**src/rtl/xbar_route_pkg.sv**
```systemverilog
package xbar_route_pkg;

  typedef enum logic [2:0] {
    ST_IDLE,
    ST_RX,
    ST_ACKWAIT,
    ST_ACK,
    ST_SKIP
  } rx_state_e;

  // True when a full 8-bit address byte (write bit included) selects this slave.
  function automatic logic addr_match(input logic [7:0] b, input logic strap,
                                      input logic [6:0] a_lo, input logic [6:0] a_hi);
    return b == {(strap ? a_hi : a_lo), 1'b0};
  endfunction

  // Sink index carried in a command byte.
  function automatic logic [2:0] cmd_sink(input logic [5:0] b);
    return b[5:3];
  endfunction

  // Source index carried in a command byte.
  function automatic logic [2:0] cmd_src(input logic [5:0] b);
    return b[2:0];
  endfunction

endpackage

```
**src/rtl/i2c_line_sync.sv**
```systemverilog
module i2c_line_sync (
  input  logic clk,
  input  logic rst_n,
  input  logic scl_i,
  input  logic sda_i,
  output logic scl_s,
  output logic sda_s,
  output logic scl_rise,
  output logic scl_fall,
  output logic start_det,
  output logic stop_det
);
  logic [1:0] scl_ff, sda_ff;
  logic       scl_d, sda_d;

  always_ff @(posedge clk or negedge rst_n) begin
    if (!rst_n) begin
      scl_ff <= 2'b11;
      sda_ff <= 2'b11;
      scl_d  <= 1'b1;
      sda_d  <= 1'b1;
    end else begin
      scl_ff <= {scl_ff[0], scl_i};
      sda_ff <= {sda_ff[0], sda_i};
      scl_d  <= scl_ff[1];
      sda_d  <= sda_ff[1];
    end
  end

  assign scl_s     = scl_ff[1];
  assign sda_s     = sda_ff[1];
  assign scl_rise  = scl_s & ~scl_d;
  assign scl_fall  = ~scl_s & scl_d;
  assign start_det = scl_s & scl_d & sda_d & ~sda_s;
  assign stop_det  = scl_s & scl_d & ~sda_d & sda_s;
endmodule

```
**src/rtl/i2c_byte_rx.sv**
```systemverilog
module i2c_byte_rx
  import xbar_route_pkg::*;
#(
  parameter logic [6:0] ADDR_LO = 7'h43,
  parameter logic [6:0] ADDR_HI = 7'h03
) (
  input  logic       clk,
  input  logic       rst_n,
  input  logic       sda_s,
  input  logic       scl_rise,
  input  logic       scl_fall,
  input  logic       start_det,
  input  logic       stop_det,
  input  logic       strap,
  output logic       sda_oe,
  output logic [7:0] rx_byte,
  output logic       cmd_fire,
  output logic       addr_miss
);
  rx_state_e  st;
  logic [2:0] cnt;
  logic [6:0] sh;
  logic       is_addr;
  logic       byte_done, hit;

  assign rx_byte   = {sh, sda_s};
  assign byte_done = (st == ST_RX) && scl_rise && (cnt == 3'd7);
  assign hit       = addr_match(rx_byte, strap, ADDR_LO, ADDR_HI);
  assign cmd_fire  = byte_done && !is_addr;
  assign addr_miss = byte_done && is_addr && !hit;

  always_ff @(posedge clk or negedge rst_n) begin
    if (!rst_n) begin
      st      <= ST_IDLE;
      cnt     <= '0;
      sh      <= '0;
      is_addr <= 1'b0;
      sda_oe  <= 1'b0;
    end else if (start_det) begin
      st      <= ST_RX;
      cnt     <= '0;
      is_addr <= 1'b1;
      sda_oe  <= 1'b0;
    end else if (stop_det) begin
      st     <= ST_IDLE;
      sda_oe <= 1'b0;
    end else begin
      case (st)
        ST_RX: if (scl_rise) begin
          sh  <= rx_byte[6:0];
          cnt <= cnt + 3'd1;
          if (cnt == 3'd7) st <= (is_addr && !hit) ? ST_SKIP : ST_ACKWAIT;
        end
        ST_ACKWAIT: if (scl_fall) begin
          sda_oe <= 1'b1;
          st     <= ST_ACK;
        end
        ST_ACK: if (scl_fall) begin
          sda_oe  <= 1'b0;
          st      <= ST_RX;
          cnt     <= '0;
          is_addr <= 1'b0;
        end
        default: ;
      endcase
    end
  end
endmodule

```
**src/rtl/route_regs.sv**
```systemverilog
module route_regs
  import xbar_route_pkg::*;
#(
  parameter int NUM_OUT = 6,
  parameter int SEL_W   = 3
) (
  input  logic                     clk,
  input  logic                     rst_n,
  input  logic                     cmd_fire,
  input  logic [5:0]               cmd_byte,
  output logic [NUM_OUT*SEL_W-1:0] sel_o
);
  logic [2:0] sink;
  logic [2:0] src;

  assign sink = cmd_sink(cmd_byte);
  assign src  = cmd_src(cmd_byte);

  for (genvar g = 0; g < NUM_OUT; g++) begin : g_sel
    always_ff @(posedge clk or negedge rst_n) begin
      if (!rst_n)                              sel_o[g*SEL_W +: SEL_W] <= '0;
      else if (cmd_fire && (sink == 3'(g)))    sel_o[g*SEL_W +: SEL_W] <= src[SEL_W-1:0];
    end
  end
endmodule

```
**src/rtl/xbar_route_i2c.sv**
```systemverilog
module xbar_route_i2c #(
  parameter int         NUM_IN  = 8,
  parameter int         NUM_OUT = 6,
  parameter logic [6:0] ADDR_LO = 7'h43,
  parameter logic [6:0] ADDR_HI = 7'h03,
  localparam int        SEL_W   = $clog2(NUM_IN)
) (
  input  logic                     clk,
  input  logic                     rst_n,
  input  logic                     scl_i,
  input  logic                     sda_i,
  input  logic                     addr_strap,
  output logic                     sda_oe,
  output logic [NUM_OUT*SEL_W-1:0] sel_o
);
  logic       scl_s, sda_s, scl_rise, scl_fall, start_det, stop_det;
  logic [7:0] rx_byte;
  logic       cmd_fire, addr_miss;

  i2c_line_sync u_sync (
    .clk(clk), .rst_n(rst_n), .scl_i(scl_i), .sda_i(sda_i),
    .scl_s(scl_s), .sda_s(sda_s), .scl_rise(scl_rise), .scl_fall(scl_fall),
    .start_det(start_det), .stop_det(stop_det)
  );

  i2c_byte_rx #(.ADDR_LO(ADDR_LO), .ADDR_HI(ADDR_HI)) u_rx (
    .clk(clk), .rst_n(rst_n), .sda_s(sda_s), .scl_rise(scl_rise),
    .scl_fall(scl_fall), .start_det(start_det), .stop_det(stop_det),
    .strap(addr_strap), .sda_oe(sda_oe), .rx_byte(rx_byte),
    .cmd_fire(cmd_fire), .addr_miss(addr_miss)
  );

  route_regs #(.NUM_OUT(NUM_OUT), .SEL_W(SEL_W)) u_regs (
    .clk(clk), .rst_n(rst_n), .cmd_fire(cmd_fire),
    .cmd_byte(rx_byte[5:0]), .sel_o(sel_o)
  );
endmodule

```
**config.mk**
```make
export PLATFORM = sky130hd
export DESIGN_NAME = xbar_route_i2c
export DESIGN_NICKNAME = d
export VERILOG_FILES = /design/src/rtl/xbar_route_pkg.sv /design/src/rtl/i2c_line_sync.sv /design/src/rtl/i2c_byte_rx.sv /design/src/rtl/route_regs.sv /design/src/rtl/xbar_route_i2c.sv
export SDC_FILE = /design/constraint.sdc
export NUM_CORES = 1
export LEC_CHECK = 0
export BUFFER_PORTS_ARGS = -buffer_cell sky130_fd_sc_hd__buf_2
export CAP_MARGIN = 20
export CORE_ASPECT_RATIO = 0.5
export CORE_MARGIN = 2
export CORE_UTILIZATION = 56
export CTS_CLUSTER_DIAMETER = 100
export DETAILED_ROUTE_END_ITERATION = 10
export MAX_ROUTING_LAYER = met4
export PLACE_DENSITY = 0.78
export SYNTH_ARGS = -nofsm -noshare
export SYNTH_HDL_FRONTEND = slang
export SYNTH_HIERARCHICAL = 1
export SYNTH_SLANG_ARGS = --single-unit
```
**constraint.sdc**
```tcl
create_clock -name clk -period 2.32 [get_ports clk]
set_input_delay 0.232 -clock clk [delete_from_list [all_inputs] [get_ports clk]]
set_output_delay 0.232 -clock clk [all_outputs]
set_load 0.03 [all_outputs]
```
=== Yosys cells after proc, flatten, opt, wreduce, memory -nomap -nowiden ===
Index checks and enable logic that the tools add are counted.

* Register bits after elaboration: 39
* Bits of input ports: 5

* Multiplexer cells: 22
* Add/subtract/negate cells: 1
* Eq/ne operators: 17
* Reduce and logical (&&, ||, !) cells: 23
* Bitwise operators: 13

{| class="wikitable"
|+ Operator list
! operator !! count
|-
| two-way mux 3 bit || 11
|-
| == test 3 x 2 -> 1 bit (second input constant) || 4
|-
| inequality test 4 bit (second input constant) || 3
|-
| logical AND 1 bit || 10
|-
| == test 3 bit (second input constant) || 3
|-
| case mux 3 bit (3 select lines) || 1
|-
| == test 8 bit || 1
|-
| AND reduction 4 bit || 2
|-
| AND 1 bit || 7
|-
| two-way mux 1 bit || 7
|-
| two-way mux 7 bit || 1
|-
| == test 3 x 1 -> 1 bit (second input constant) || 2
|-
| inverter 1 bit || 6
|-
| case mux 3 bit (2 select lines) || 1
|-
| AND reduction 3 bit || 2
|-
| AND reduction 5 bit || 1
|-
| nonzero test 5 bit || 1
|-
| inequality test 4 x 3 -> 1 bit (second input constant) || 1
|-
| nonzero test 2 bit || 2
|-
| nonzero test 4 bit || 1
|-
| adder 3 x 1 -> 3 bit (second input constant) || 1
|-
| zero test 3 bit || 1
|-
| inequality test 3 x 2 -> 1 bit (second input constant) || 1
|-
| inequality test 3 bit (second input constant) || 1
|-
| other kinds (4) || 5
|}

=== Depth between registers and ports, before layout ===
Gate-level depths: netlist of the first run.

* Word-level depth: 10
* Gate-level depth with buffers: 6
* Depth with buffers taken out: 6

=== Hierarchy ===
The synthesis of the first run kept the hierarchy.

{| class="wikitable"
|+ By module, submodules not included
! module !! cells an instance !! area each (um^2) !! seq. area each (um^2) !! times used
|-
| i2c_byte_rx || 72 || 800.8 || 375.4 || 1
|-
| route_regs || 42 || 777.0 || 450.4 || 1
|-
| i2c_line_sync || 10 || 190.2 || 157.7 || 1
|}

=== Least setup slack after synthesis of the first run ===
OpenSTA, ideal clock, no wires.

* Path type: flip-flop to flip-flop
* From: register u_sync.scl_ff[1]
* To: register u_regs.sel_o[0]
* Cell stages (with the launch flop): 7
* Arrival: 1.866 ns
* Buffers on the path: 0
* Setup slack: 0.329 ns
* Path through: dfstp_2 > nor2b_1 > nor2b_1 > nand3_1 > nor2_1 > nor4b_4 > mux2_2

* Longest elaborated chain between the ends: 5

{| class="wikitable"
|+ Ends and longest elaborated chain
! item !! line !! RTL
|-
| from (decl) || i2c_line_sync.sv:13 || <nowiki>logic [1:0] scl_ff, sda_ff;</nowiki>
|-
| from (signal assigned) || i2c_line_sync.sv:23 || <nowiki>scl_ff <= {scl_ff[0], scl_i};</nowiki>
|-
| AND 1 bit || i2c_line_sync.sv:32 || <nowiki>assign scl_rise = scl_s & ~scl_d;</nowiki>
|-
| named net scl_rise || xbar_route_i2c.sv:16 || <nowiki>logic scl_s, sda_s, scl_rise, scl_fall, start_det, stop_det;</nowiki>
|-
| logical AND 1 bit (2 in series) || i2c_byte_rx.sv:27 || <nowiki>assign byte_done = (st == ST_RX) && scl_rise && (cnt == 3'd7);</nowiki>
|-
| logical AND 1 bit || i2c_byte_rx.sv:29 || <nowiki>assign cmd_fire = byte_done && !is_addr;</nowiki>
|-
| named net cmd_fire || xbar_route_i2c.sv:18 || <nowiki>logic cmd_fire, addr_miss;</nowiki>
|-
| logical AND 1 bit || route_regs.sv:22 || <nowiki>else if (cmd_fire && (sink == 3'(g))) sel_o[g*SEL_W +: SEL_W] <= src[SEL_W-1:0];</nowiki>
|-
| to (signal, indexed assignment) || route_regs.sv:22 ||
|-
| to (decl) || route_regs.sv:11 || <nowiki>output logic [NUM_OUT*SEL_W-1:0] sel_o</nowiki>
|}

The timed path passes the listed nets, and every way through them passes these cells.
A chain may end at the register's enable or synchronous reset.

=== Worst setup path in the final report of the first run ===
* From: register u_sync.sda_d
* To: register u_rx.sh[0]

* Longest elaborated chain between the ends: 5
* Elaborated cells on any way between the ends: 8

{| class="wikitable"
|+ Ends and longest elaborated chain
! item !! line !! RTL
|-
| from (decl) || i2c_line_sync.sv:14 || <nowiki>logic scl_d, sda_d;</nowiki>
|-
| from (signal assigned) || i2c_line_sync.sv:26 || <nowiki>sda_d <= sda_ff[1];</nowiki>
|-
| inverter 1 bit || i2c_line_sync.sv:35 || <nowiki>assign stop_det = scl_s & scl_d & ~sda_d & sda_s;</nowiki>
|-
| AND 1 bit (2 in series) || i2c_line_sync.sv:35 ||
|-
| named net stop_det || xbar_route_i2c.sv:16 ||
|-
| inverter 1 bit (no source line) || n/a ||
|-
| AND reduction 4 bit (no source line) || n/a ||
|-
| to (signal assigned) || i2c_byte_rx.sv:50 || <nowiki>sh <= rx_byte[6:0];</nowiki>
|-
| to (decl) || i2c_byte_rx.sv:22 || <nowiki>logic [6:0] sh;</nowiki>
|}

The timed path passes the listed nets, and every way through them passes these cells.

==> results of run 1 <==
power by group through the flow:
stage | Sequential, mW | Clock, mW | Combinational (mW)
after floorplan | 0.905 | 0 | 0.245
after global placement | 0.945 | 0 | 0.283
after detailed placement | 0.954 | 0 | 0.296
after CTS | 0.941 | 0.446 | 0.298
after global routing | 0.967 | 0.471 | 0.324
final | 0.942 | 0.431 | 0.297
worst max-delay path by stage:
stage | start | end | cells after the start
4_1_cts | u_sync/sda_d$_DFF_PN1_ | u_rx/sh[3]$_DFFE_PN0P_ | 4
6_report | u_sync/sda_d$_DFF_PN1_ | u_rx/sh[0]$_DFFE_PN0P_ | 4
2_1_floorplan | u_sync/sda_d$_DFF_PN1_ | u_rx/sh[0]$_DFFE_PN0P_ | 5
3_3_place_gp | u_sync/sda_d$_DFF_PN1_ | u_rx/sh[6]$_DFFE_PN0P_ | 4
3_5_place_dp | u_sync/sda_d$_DFF_PN1_ | u_rx/sh[3]$_DFFE_PN0P_ | 4
5_1_grt | u_sync/sda_d$_DFF_PN1_ | u_rx/sh[6]$_DFFE_PN0P_ | 4
worst max-delay path: cells and delay by family (launching register included):
kind	cells	cell delay [ps]
DFF	1	520
muxes	1	380
and+or+nand+nor	3	1230
per-stage QoR:
| stage | worst slack [ps] | area, µm² | hold slack (ps) |
|---|---|---|---|
| 4_1_cts | 99.6 | 2020 | 30.6 |
| 3_3_place_gp | 192 | 1940 | 337 |
| 6_report | 67.8 | 2020 | 39.4 |
| 3_5_place_dp | 133 | 1940 | 338 |
| 2_1_floorplan | 341 | 1760 | -63.6 |
| 5_1_grt | 17.0 | 2020 | 30.9 |
final cells by class:
type	instances	share of cell area
Clock buffer	6	0.0359
Tap cell	40	0.0248
Sequential cell	39	0.487
Inverter	3	0.00557
Multi-Input combinational cell	78	0.369
Timing Repair Buffer	27	0.0718
Clock inverter	2	0.00619
routing by layer:
metal,up-vias,track usage,wire length (µm)
li1,514,-,-
met1,532,0.221,1370
met2,34,0.315,1490
met3,5,0.0476,140
met4,0,0.0852,33
met5,-,-,0
state kept, by name, summed over array words and instances (netlist names):
name and cells:
u_regs/sel_o 18, u_rx/cnt 3, u_rx/is_addr 1, u_rx/sda_oe 1, u_rx/sh 7, u_rx/st 3, u_sync/scl_d 1, u_sync/scl_ff 2
u_sync/sda_d 1, u_sync/sda_ff 2
==> metrics.md, run 1 <==
| Metric | Value |
|---|---|
| Total power draw | `1.67 mW` |
| Slew Viols, Final | `0` |
| F_max | `444 MHz` |
| I/O pin cnt | `24` |
| Synthesized area per cell | `roughly 14 µm²` |
| Critical path's slowest cell | `or3_1` |
| Leakage | `1.02 nW` |
| Post-CTS Repair Setup Buffers | `0` |
| Initial DRT Pass Iterations | `4` |
| Num CTS Buffers | `5` |
| Die Area | `3640 µm²` |
| Peak supply drop | `0.000679 V` |
| Tcrit/Tclk final | `0.971` |
| Status | `finished clean` |
| # setup viols final | `0` |
| Flop pwr share | `0.564` |
| Clock buffer depth | `2` |
| Initial Util | `0.589` |
| Int Pwr | `around 1.2 mW` |
| Pin count of the biggest net entering global routing | `40` |
| Clk pwr share | `0.258` |
| RSZ-0062 raised after global routing | `false` |
| # resized after CTS | `0` |
| Cts hold-fix bufs | `0` |
| CP max FO | `8` |
| # clock sinks | `39` |
| Routability cong. | `between 0.9 and 1` |
| Relative slew margins | `0.445` |
| Util after Layout | `0.675` |
| Initial antenna violation count | `0` |
| Worst Hold Class | `input port to asynchronous set/reset pin` |
| Final Hold Fails | `0` |
| Final wirelength | `~3000 µm` |
| Clk_lat worst skew | `280 ps` |
| Number of synthesis warnings | `6` |
| CTS H-tree depth | `2` |
| Port bufs | `23` |
| Core ar. | `3000 µm²` |
| Worst Skew | `3.75 ps` |
| Worst-Margin Slew | `between 800 and 900 ps` |
| Number of global-route vias before repair | `1140` |
| R2R setup slack | `70 ps` |
| Placed insts | `187` |
| Grt ovf | `0` |
| Reg area | `between 900 and 1000 µm²` |
| Diode count | `0` |
| Setup crit start kind | `flip-flop` |
| Most common cell after layout, fill and taps aside | `dfrtp_1` |
| Fillers | `223` |
| Critical path arrival | `2420 ps` |
| Average wire per standard cell | `15.6 µm` |
| P&R area growth vs syn | `14.5%` |
| First DRT Iteration DRCs | `52` |
| Share of layout cells above drive strength 1 | `0.445` |
| Multi-input gate area | `746 µm²` |
| Max-Cap Viols | `0` |
| Vias/cell | `5.56` |
| Nets | `161` |
| Post-Syn Nets | `130` |
| Syn Inst Count | `123` |
| Clk slew on worst S/H paths | `70 ps` |
| Detailed-route via count | `1085` |
| Die W | `83.4 µm` |
| Root Driver | `clkbuf_8` |
| TritonCTS clock tree | `done` |
| Sw Share | `0.299` |
| Die Y | `43.7 µm` |
| Std cell rows | `14` |
| Global Route Usage Sum | `0.188` |
| DRC violations left | `0` |
| Worst-path cell chain | `and4b_1, or3b_1, or3_1, mux2_4` |
| Power per standard cell area | `roughly 830 nW/µm²` |
| R2R Path Start | `u_sync/sda_d$_DFF_PN1_` |
| Sw power | `between 400 and 500 µW` |
| Worst r2r path cells | `4` |
| Most frequent cells in the layout | `33 x dfrtp_1, 23 x buf_2, 16 x mux2_4` |
| Critical path class | `flip-flop to flip-flop` |
| Fin crit period | `2250 ps` |
| Required time worst endpoint | `2490 ps` |
| Post-synthesis cell area | `1760 µm²` |
| Crit path largest cell delay | `between 500 and 600 ps` |
| Fin cells | `195` |
| Crit path capture type | `flip-flop` |
| Setup tns final | `0 ps` |
| R2r endpoint | `u_rx/sh[0]$_DFFE_PN0P_` |
| Detailed placement HPWL | `2070 µm` |
| Global-route wire length before repair | `5100 µm` |
| Combinational power share | `0.178` |
| Final ANT Viol Nets | `0` |
Power figures use the tool's default switching activity.
==> run 2: changes to the inputs <==
--- a/config.mk
+++ b/config.mk
@@ -9,11 +9,11 @@
 export CAP_MARGIN = 20
 export CORE_ASPECT_RATIO = 0.5
 export CORE_MARGIN = 2
-export CORE_UTILIZATION = 56
+export CORE_UTILIZATION = 55
 export CTS_CLUSTER_DIAMETER = 100
 export DETAILED_ROUTE_END_ITERATION = 10
 export MAX_ROUTING_LAYER = met4
-export PLACE_DENSITY = 0.78
+export PLACE_DENSITY = 0.77
 export SYNTH_ARGS = -nofsm -noshare
 export SYNTH_HDL_FRONTEND = slang
 export SYNTH_HIERARCHICAL = 1
==> run 2 against run 1 <==
Utilization fell by 1.2 points. Clock-buffer cell count rose by 2. Clock skew rose by 6.1 ps. Final cell count fell by 0.51%. Critical endpoint unchanged. Largest power group unchanged. Hold slack improved by 9.8 ps. Via count fell by 3.3%. Critical path depth did not move.
==> metrics.md, run 2 (synthesis gave the netlist of run 1 again) <==
| Metric | Value |
|---|---|
| Worst r2r path cells | `4 (unchanged)` |
| Num CTS Buffers | `5 (unchanged)` |
| Family with the most delay on the worst path | `simple AND/OR/NAND/NOR gates` |
| Worst path bufs/invs | `0 (unchanged)` |
| Fin crit period | `2220 ps (-35.7 ps)` |
| Number of global-route vias before repair | `1007 (-12%)` |
| Final ANT Viol Nets | `0 (unchanged)` |
| Initial antenna violation count | `0 (unchanged)` |
| Vias/cell | `5.41 (-2.8%)` |
| Worst Hold Class | `input port to asynchronous set/reset pin` |
| RSZ-0062 raised after global routing | `false` |
| Post-CTS Repair Setup Buffers | `0 (unchanged)` |
| Nets | `160 (-0.62%)` |
| Worst-Margin Slew | `836 ps (+2.85 ps)` |
| Worst-path cell chain | `and4b_1, or3b_1, or3_1, mux2_4` |
| Clk slew on worst S/H paths | `70 ps (about the same)` |
| Initial DRT Pass Iterations | `4 (unchanged)` |
| Total power draw | `1.66 mW (-0.83%)` |
| Grt ovf | `0 (unchanged)` |
| Diode count | `0 (unchanged)` |
| Util after Layout | `0.663 (-0.0119)` |
| Crit path capture type | `flip-flop` |
| # resized after CTS | `0 (unchanged)` |
| # clock sinks | `39 (unchanged)` |
| Leakage | `1.01 nW (-0.69%)` |
| Tcrit/Tclk final | `0.955 (-0.0154)` |
| Cts hold-fix bufs | `0 (unchanged)` |
| Top Registers | `u_regs/sel_o: 18 flops, u_rx/sh: 7 flops` |
| Average wire per standard cell | `15.1 µm (-2.9%)` |
| Std cell rows | `14 (unchanged)` |
| Most flop-heavy register | `u_regs/sel_o` |
| # setup viols final | `0 (unchanged)` |
| I/O pin cnt | `24 (unchanged)` |
| Critical path arrival | `2380 ps (-40 ps)` |
| P&R area growth vs syn | `13.8%` |
| Root Driver | `clkbuf_8` |
| Status | `finished clean` |
| Die Area | `3700 µm² (+1.7%)` |
| Share of layout cells above drive strength 1 | `0.429 (-0.0166)` |
| Power per standard cell area | `824 nW/µm² (-0.21%)` |
| Global Route Usage Sum | `0.186 (-0.00165)` |
| Detailed-route via count | `1049 (-3.3%)` |
| Die W | `84.1 µm (+0.86%)` |
| TritonCTS clock tree | `done` |
| Max-Cap Viols | `0 (unchanged)` |
| Clk_lat worst skew | `280 ps (about the same)` |
| Peak supply drop | `0.000548 V (-19%)` |
| Relative slew margins | `0.443 (-0.00190)` |
| Detailed placement HPWL | `1990 µm (-3.9%)` |
| R2R Path Start | `u_sync/sda_d$_DFF_PN1_` |
| Final Hold Fails | `0 (unchanged)` |
| Critical path's slowest cell | `or3_1` |
| Global-route wire length before repair | `4950 µm (-3.0%)` |
| Pin count of the biggest net entering global routing | `40 (unchanged)` |
| Most frequent cells in the layout | `33 x dfrtp_1, 23 x buf_2, 16 x mux2_4` |
| Critical path depth | `4 (unchanged)` |
| Initial Util | `0.582 (-0.00681)` |
| CP Launch Point | `u_sync/sda_d$_DFF_PN1_` |
| Final wirelength | `2930 µm (-3.4%)` |
| CTS H-tree depth | `2 (unchanged)` |
| Routability cong. | `0.902 (-3.2%)` |
| Most common cell after layout, fill and taps aside | `dfrtp_1` |
| F_max | `451 MHz (+1.6%)` |
| Crit path largest cell delay | `540 ps (-20 ps)` |
| First DRT Iteration DRCs | `82 (+58%)` |
| CP max FO | `8 (unchanged)` |
| Critical path class | `flip-flop to flip-flop` |
| Max reg flops | `18 (unchanged)` |
| Setup crit start kind | `flip-flop` |
| Core ar. | `3030 µm² (+1.2%)` |
| Clock buffer depth | `2 (unchanged)` |
| Slew Viols, Final | `0 (unchanged)` |
| Port bufs | `23 (unchanged)` |
| DRC violations left | `0 (unchanged)` |
| Required time worst endpoint | `2480 ps (about the same)` |
| Worst Skew | `9.85 ps (+6.10 ps)` |
| Die Y | `44.1 µm (+0.82%)` |
| Setup tns final | `0 ps (unchanged)` |
-- run 2: cell count changes in the layout (fill, tap and decap cells not counted), sizes merged --
cell      before  now
clkbuf         6    8
buf           27   26
clkinv         1    0
clkinvlp       1    0
-- run 2: report_power, final --
part / internal (mW) / switching, mW
registers: 0.779 / 0.161
logic: 0.183 / 0.111
clock network: 0.213 / 0.208
-- run 2: final timing paths --
check	endpoint	slack [ps]
min	u_regs/sel_o[11]$_DFFE_PN0P_	50
max reg2reg	u_rx/sh[0]$_DFFE_PN0P_	100
min reg2reg	u_sync/scl_ff[1]$_DFF_PN1_	350
max in group asynchronous	u_rx/sh[4]$_DFFE_PN0P_	1740
min in group clk	u_sync/scl_ff[0]$_DFF_PN1_	50
max	u_rx/sh[0]$_DFFE_PN0P_	100
-- run 2: per-layer routing --
metal  vias up  GRT usage  wire length (µm)
li1        507          -                 -
met1       515      0.268              1510
met2        25      0.260              1310
met3         2     0.0448                97
met4         0     0.0677                19
met5         -          -                 0
-- run 2: cell type report --
type / count / area, µm²
clock buffer: 8 / 80.1
fill: 220 / 1020
inverter: 3 / 11.3
multi-input combinational: 78 / 746
sequential: 39 / 983
tap: 40 / 50.0
timing repair buffer: 26 / 138
-- run 2: worst reg2reg max path, stage by stage, from the launching register on --
cell,delay (ps)
dfstp_2,530
and4b_1,250
or3b_1,410
or3_1,540
mux2_4,370
-- run 2: per-stage QoR --
step           std cells  area [µm²]  hold slack (ps)  setup WS (ps)
2_1_floorplan        123        1760            -63.6            341
3_3_place_gp         186        1930              338            194
3_5_place_dp         186        1930              339            139
4_1_cts              194        2010             39.5            110
5_1_grt              194        2010             33.6           31.1
6_report             194        2010             49.2            103
==> run 3: changes to the inputs <==
--- a/config.mk
+++ b/config.mk
@@ -8,7 +8,7 @@
 export BUFFER_PORTS_ARGS = -buffer_cell sky130_fd_sc_hd__buf_2
 export CAP_MARGIN = 20
 export CORE_ASPECT_RATIO = 0.5
-export CORE_MARGIN = 2
+export CORE_MARGIN = 5
 export CORE_UTILIZATION = 55
 export CTS_CLUSTER_DIAMETER = 100
 export DETAILED_ROUTE_END_ITERATION = 10
==> run 3 against run 2 <==
Total power is 3.5% higher. First-iteration DRC count is 67% lower. Fmax is 1.2% lower. Sequential power is 0.6% higher. Combinational power is 4% higher. Wire length is 10% higher. Critical path depth stayed put. Clock skew is 6.1 ps lower. Clock-buffer cell count is 1 lower. Die area is 22% higher.
==> metrics.md, run 3 (synthesis gave the netlist of run 1 again) <==
| Metric | Value |
|---|---|
| Die Area | `4510 µm² (+22%)` |
| Max reg flops | `18 (unchanged)` |
| Worst path bufs/invs | `0 (unchanged)` |
| Initial Util | `0.582 (unchanged)` |
| DRC violations left | `0 (unchanged)` |
| Max-Cap Viols | `0 (unchanged)` |
| Family with the most delay on the worst path | `simple AND/OR/NAND/NOR gates` |
| Global Route Usage Sum | `0.172 (-0.0143)` |
| Critical path class | `flip-flop to flip-flop` |
| Num CTS Buffers | `5 (unchanged)` |
| Diode count | `0 (unchanged)` |
| Worst-Margin Slew | `824 ps (-11.9 ps)` |
| Clk_lat worst skew | `290 ps (about the same)` |
| Vias/cell | `5.63 (+4.1%)` |
| Setup crit start kind | `flip-flop` |
| Routability cong. | `0.883 (-2.1%)` |
| Flop pwr share | `0.552 (-0.016)` |
| Worst Hold Class | `input port to asynchronous set/reset pin` |
| Int Pwr | `1.20 mW (+2.1%)` |
| RSZ-0062 raised after global routing | `false` |
| Initial DRT Pass Iterations | `6 (+2)` |
| P&R area growth vs syn | `14.5%` |
| Leakage | `1.02 nW (+0.86%)` |
| Power per standard cell area | `848 nW/µm² (+2.9%)` |
| Share of layout cells above drive strength 1 | `0.442 (+0.0130)` |
| Most flop-heavy register | `u_regs/sel_o` |
| Worst Skew | `3.72 ps (-6.12 ps)` |
| Final ANT Viol Nets | `0 (unchanged)` |
| CP max FO | `8 (unchanged)` |
| Fin crit period | `2240 ps (+27.9 ps)` |
| I/O pin cnt | `24 (unchanged)` |
| Cts hold-fix bufs | `0 (unchanged)` |
| Placed insts | `186 (unchanged)` |
| Util after Layout | `0.666 (+0.00372)` |
| Std cell rows | `14 (unchanged)` |
| Post-CTS Repair Setup Buffers | `0 (unchanged)` |
| Pre-CTS worst setup slack | `111 ps (-28.7 ps)` |
| Port bufs | `23 (unchanged)` |
| R2R Path Start | `u_sync/sda_d$_DFF_PN1_` |
| Top Registers | `u_regs/sel_o: 18 flops, u_rx/sh: 7 flops` |
| Die Y | `50.1 µm (+14%)` |
| Setup tns final | `0 ps (unchanged)` |
| Initial antenna violation count | `0 (unchanged)` |
| Setup ws final | `75.6 ps (-27.9 ps)` |
| CTS H-tree depth | `2 (unchanged)` |
| Critical path arrival | `2420 ps (+40 ps)` |
| Die W | `90.1 µm (+7.1%)` |
| Final wirelength | `3230 µm (+10%)` |
| Required time worst endpoint | `2490 ps (about the same)` |
| Global-route wire length before repair | `5880 µm (+19%)` |
| Relative slew margins | `0.451 (+0.00796)` |
| Fin cells | `194 (unchanged)` |
| TritonCTS clock tree | `done` |
| Worst-path cell chain | `and4b_1, or3b_1, or3_1, mux2_4` |
| CP Launch Point | `u_sync/sda_d$_DFF_PN1_` |
| Crit path capture type | `flip-flop` |
| Critical path's slowest cell | `or3_1` |
| Combinational power share | `0.178 (about the same)` |
| Crit path largest cell delay | `560 ps (+20 ps)` |
| Final Hold Fails | `0 (unchanged)` |
| Worst r2r path cells | `4 (unchanged)` |
| Detailed placement HPWL | `2200 µm (+10%)` |
| # resized after CTS | `0 (unchanged)` |
| Clk slew on worst S/H paths | `70 ps (about the same)` |
| Average wire per standard cell | `16.6 µm (+10%)` |
| # clock sinks | `39 (unchanged)` |
| Grt ovf | `0 (unchanged)` |
| Most common cell after layout, fill and taps aside | `dfrtp_1` |
| Most frequent cells in the layout | `33 x dfrtp_1, 23 x buf_2, 16 x mux2_4` |
| Status | `finished clean` |
| Clk pwr share | `0.270 (+0.016)` |
| Peak supply drop | `0.000530 V (-3.3%)` |
| Number of global-route vias before repair | `1191 (+18%)` |
| Nets | `160 (unchanged)` |
| Critical path depth | `4 (unchanged)` |
| Slew Viols, Final | `0 (unchanged)` |
| Clock buffer depth | `2 (unchanged)` |
| Tcrit/Tclk final | `0.967 (+0.0120)` |
| Sw Share | `0.300 (+0.00979)` |
| Core ar. | `3030 µm² (unchanged)` |
| # setup viols final | `0 (unchanged)` |
| Sw power | `514 µW (+7.0%)` |
| Pin count of the biggest net entering global routing | `40 (unchanged)` |
| First DRT Iteration DRCs | `27 (-67%)` |
| Detailed-route via count | `1092 (+4.1%)` |
| Root Driver | `clkbuf_8` |
| F_max | `446 MHz (-1.2%)` |
-- run 3: worst paths after layout --
| kind | to | slack, ps |
|---|---|---|
| max | u_rx/sh[1]$_DFFE_PN0P_ | 80 |
| min | u_regs/sel_o[10]$_DFFE_PN0P_ | 40 |
| max reg2reg | u_rx/sh[1]$_DFFE_PN0P_ | 80 |
| min reg2reg | u_sync/sda_ff[1]$_DFF_PN1_ | 360 |
| max in group asynchronous | u_rx/st[2]$_DFFE_PN0P_ | 1770 |
| min in group clk | u_sync/scl_ff[0]$_DFF_PN1_ | 40 |
-- run 3: area by class of cell --
type | count | area [µm²]
inverter | 3 | 11.3
fill | 234 | 1010
clock inverter | 1 | 5.00
clock buffer | 7 | 86.3
tap | 40 | 50.0
multi-input combinational | 78 | 746
timing repair buffer | 26 | 138
sequential | 39 | 983
-- run 3: layer usage --
layer / global-route usage / vias up / wire length [µm]
met4: 0.0916 / 0 / 66
met1: 0.226 / 539 / 1510
met3: 0.0380 / 7 / 148
li1: - / 508 / -
met5: - / - / 0
met2: 0.250 / 38 / 1500
-- run 3: stage by stage --
| step | hold slack [ps] | instance area (µm²) | total power [mW] |
|---|---|---|---|
| 3_3_place_gp | 337 | 1930 | 1.23 |
| 3_5_place_dp | 339 | 1930 | 1.26 |
| 6_report | 35.6 | 2020 | 1.71 |
| 2_1_floorplan | -63.6 | 1760 | 1.15 |
| 4_1_cts | 30.5 | 2020 | 1.73 |
| 5_1_grt | 28.5 | 2020 | 1.82 |
-- run 3: power groups by stage --
stage	registers [mW]	logic, mW	clock network, mW
2_1_floorplan	0.905	0.245	0
4_1_cts	0.946	0.306	0.477
3_3_place_gp	0.945	0.283	0
3_5_place_dp	0.955	0.304	0
6_report	0.946	0.305	0.463
5_1_grt	0.967	0.339	0.515
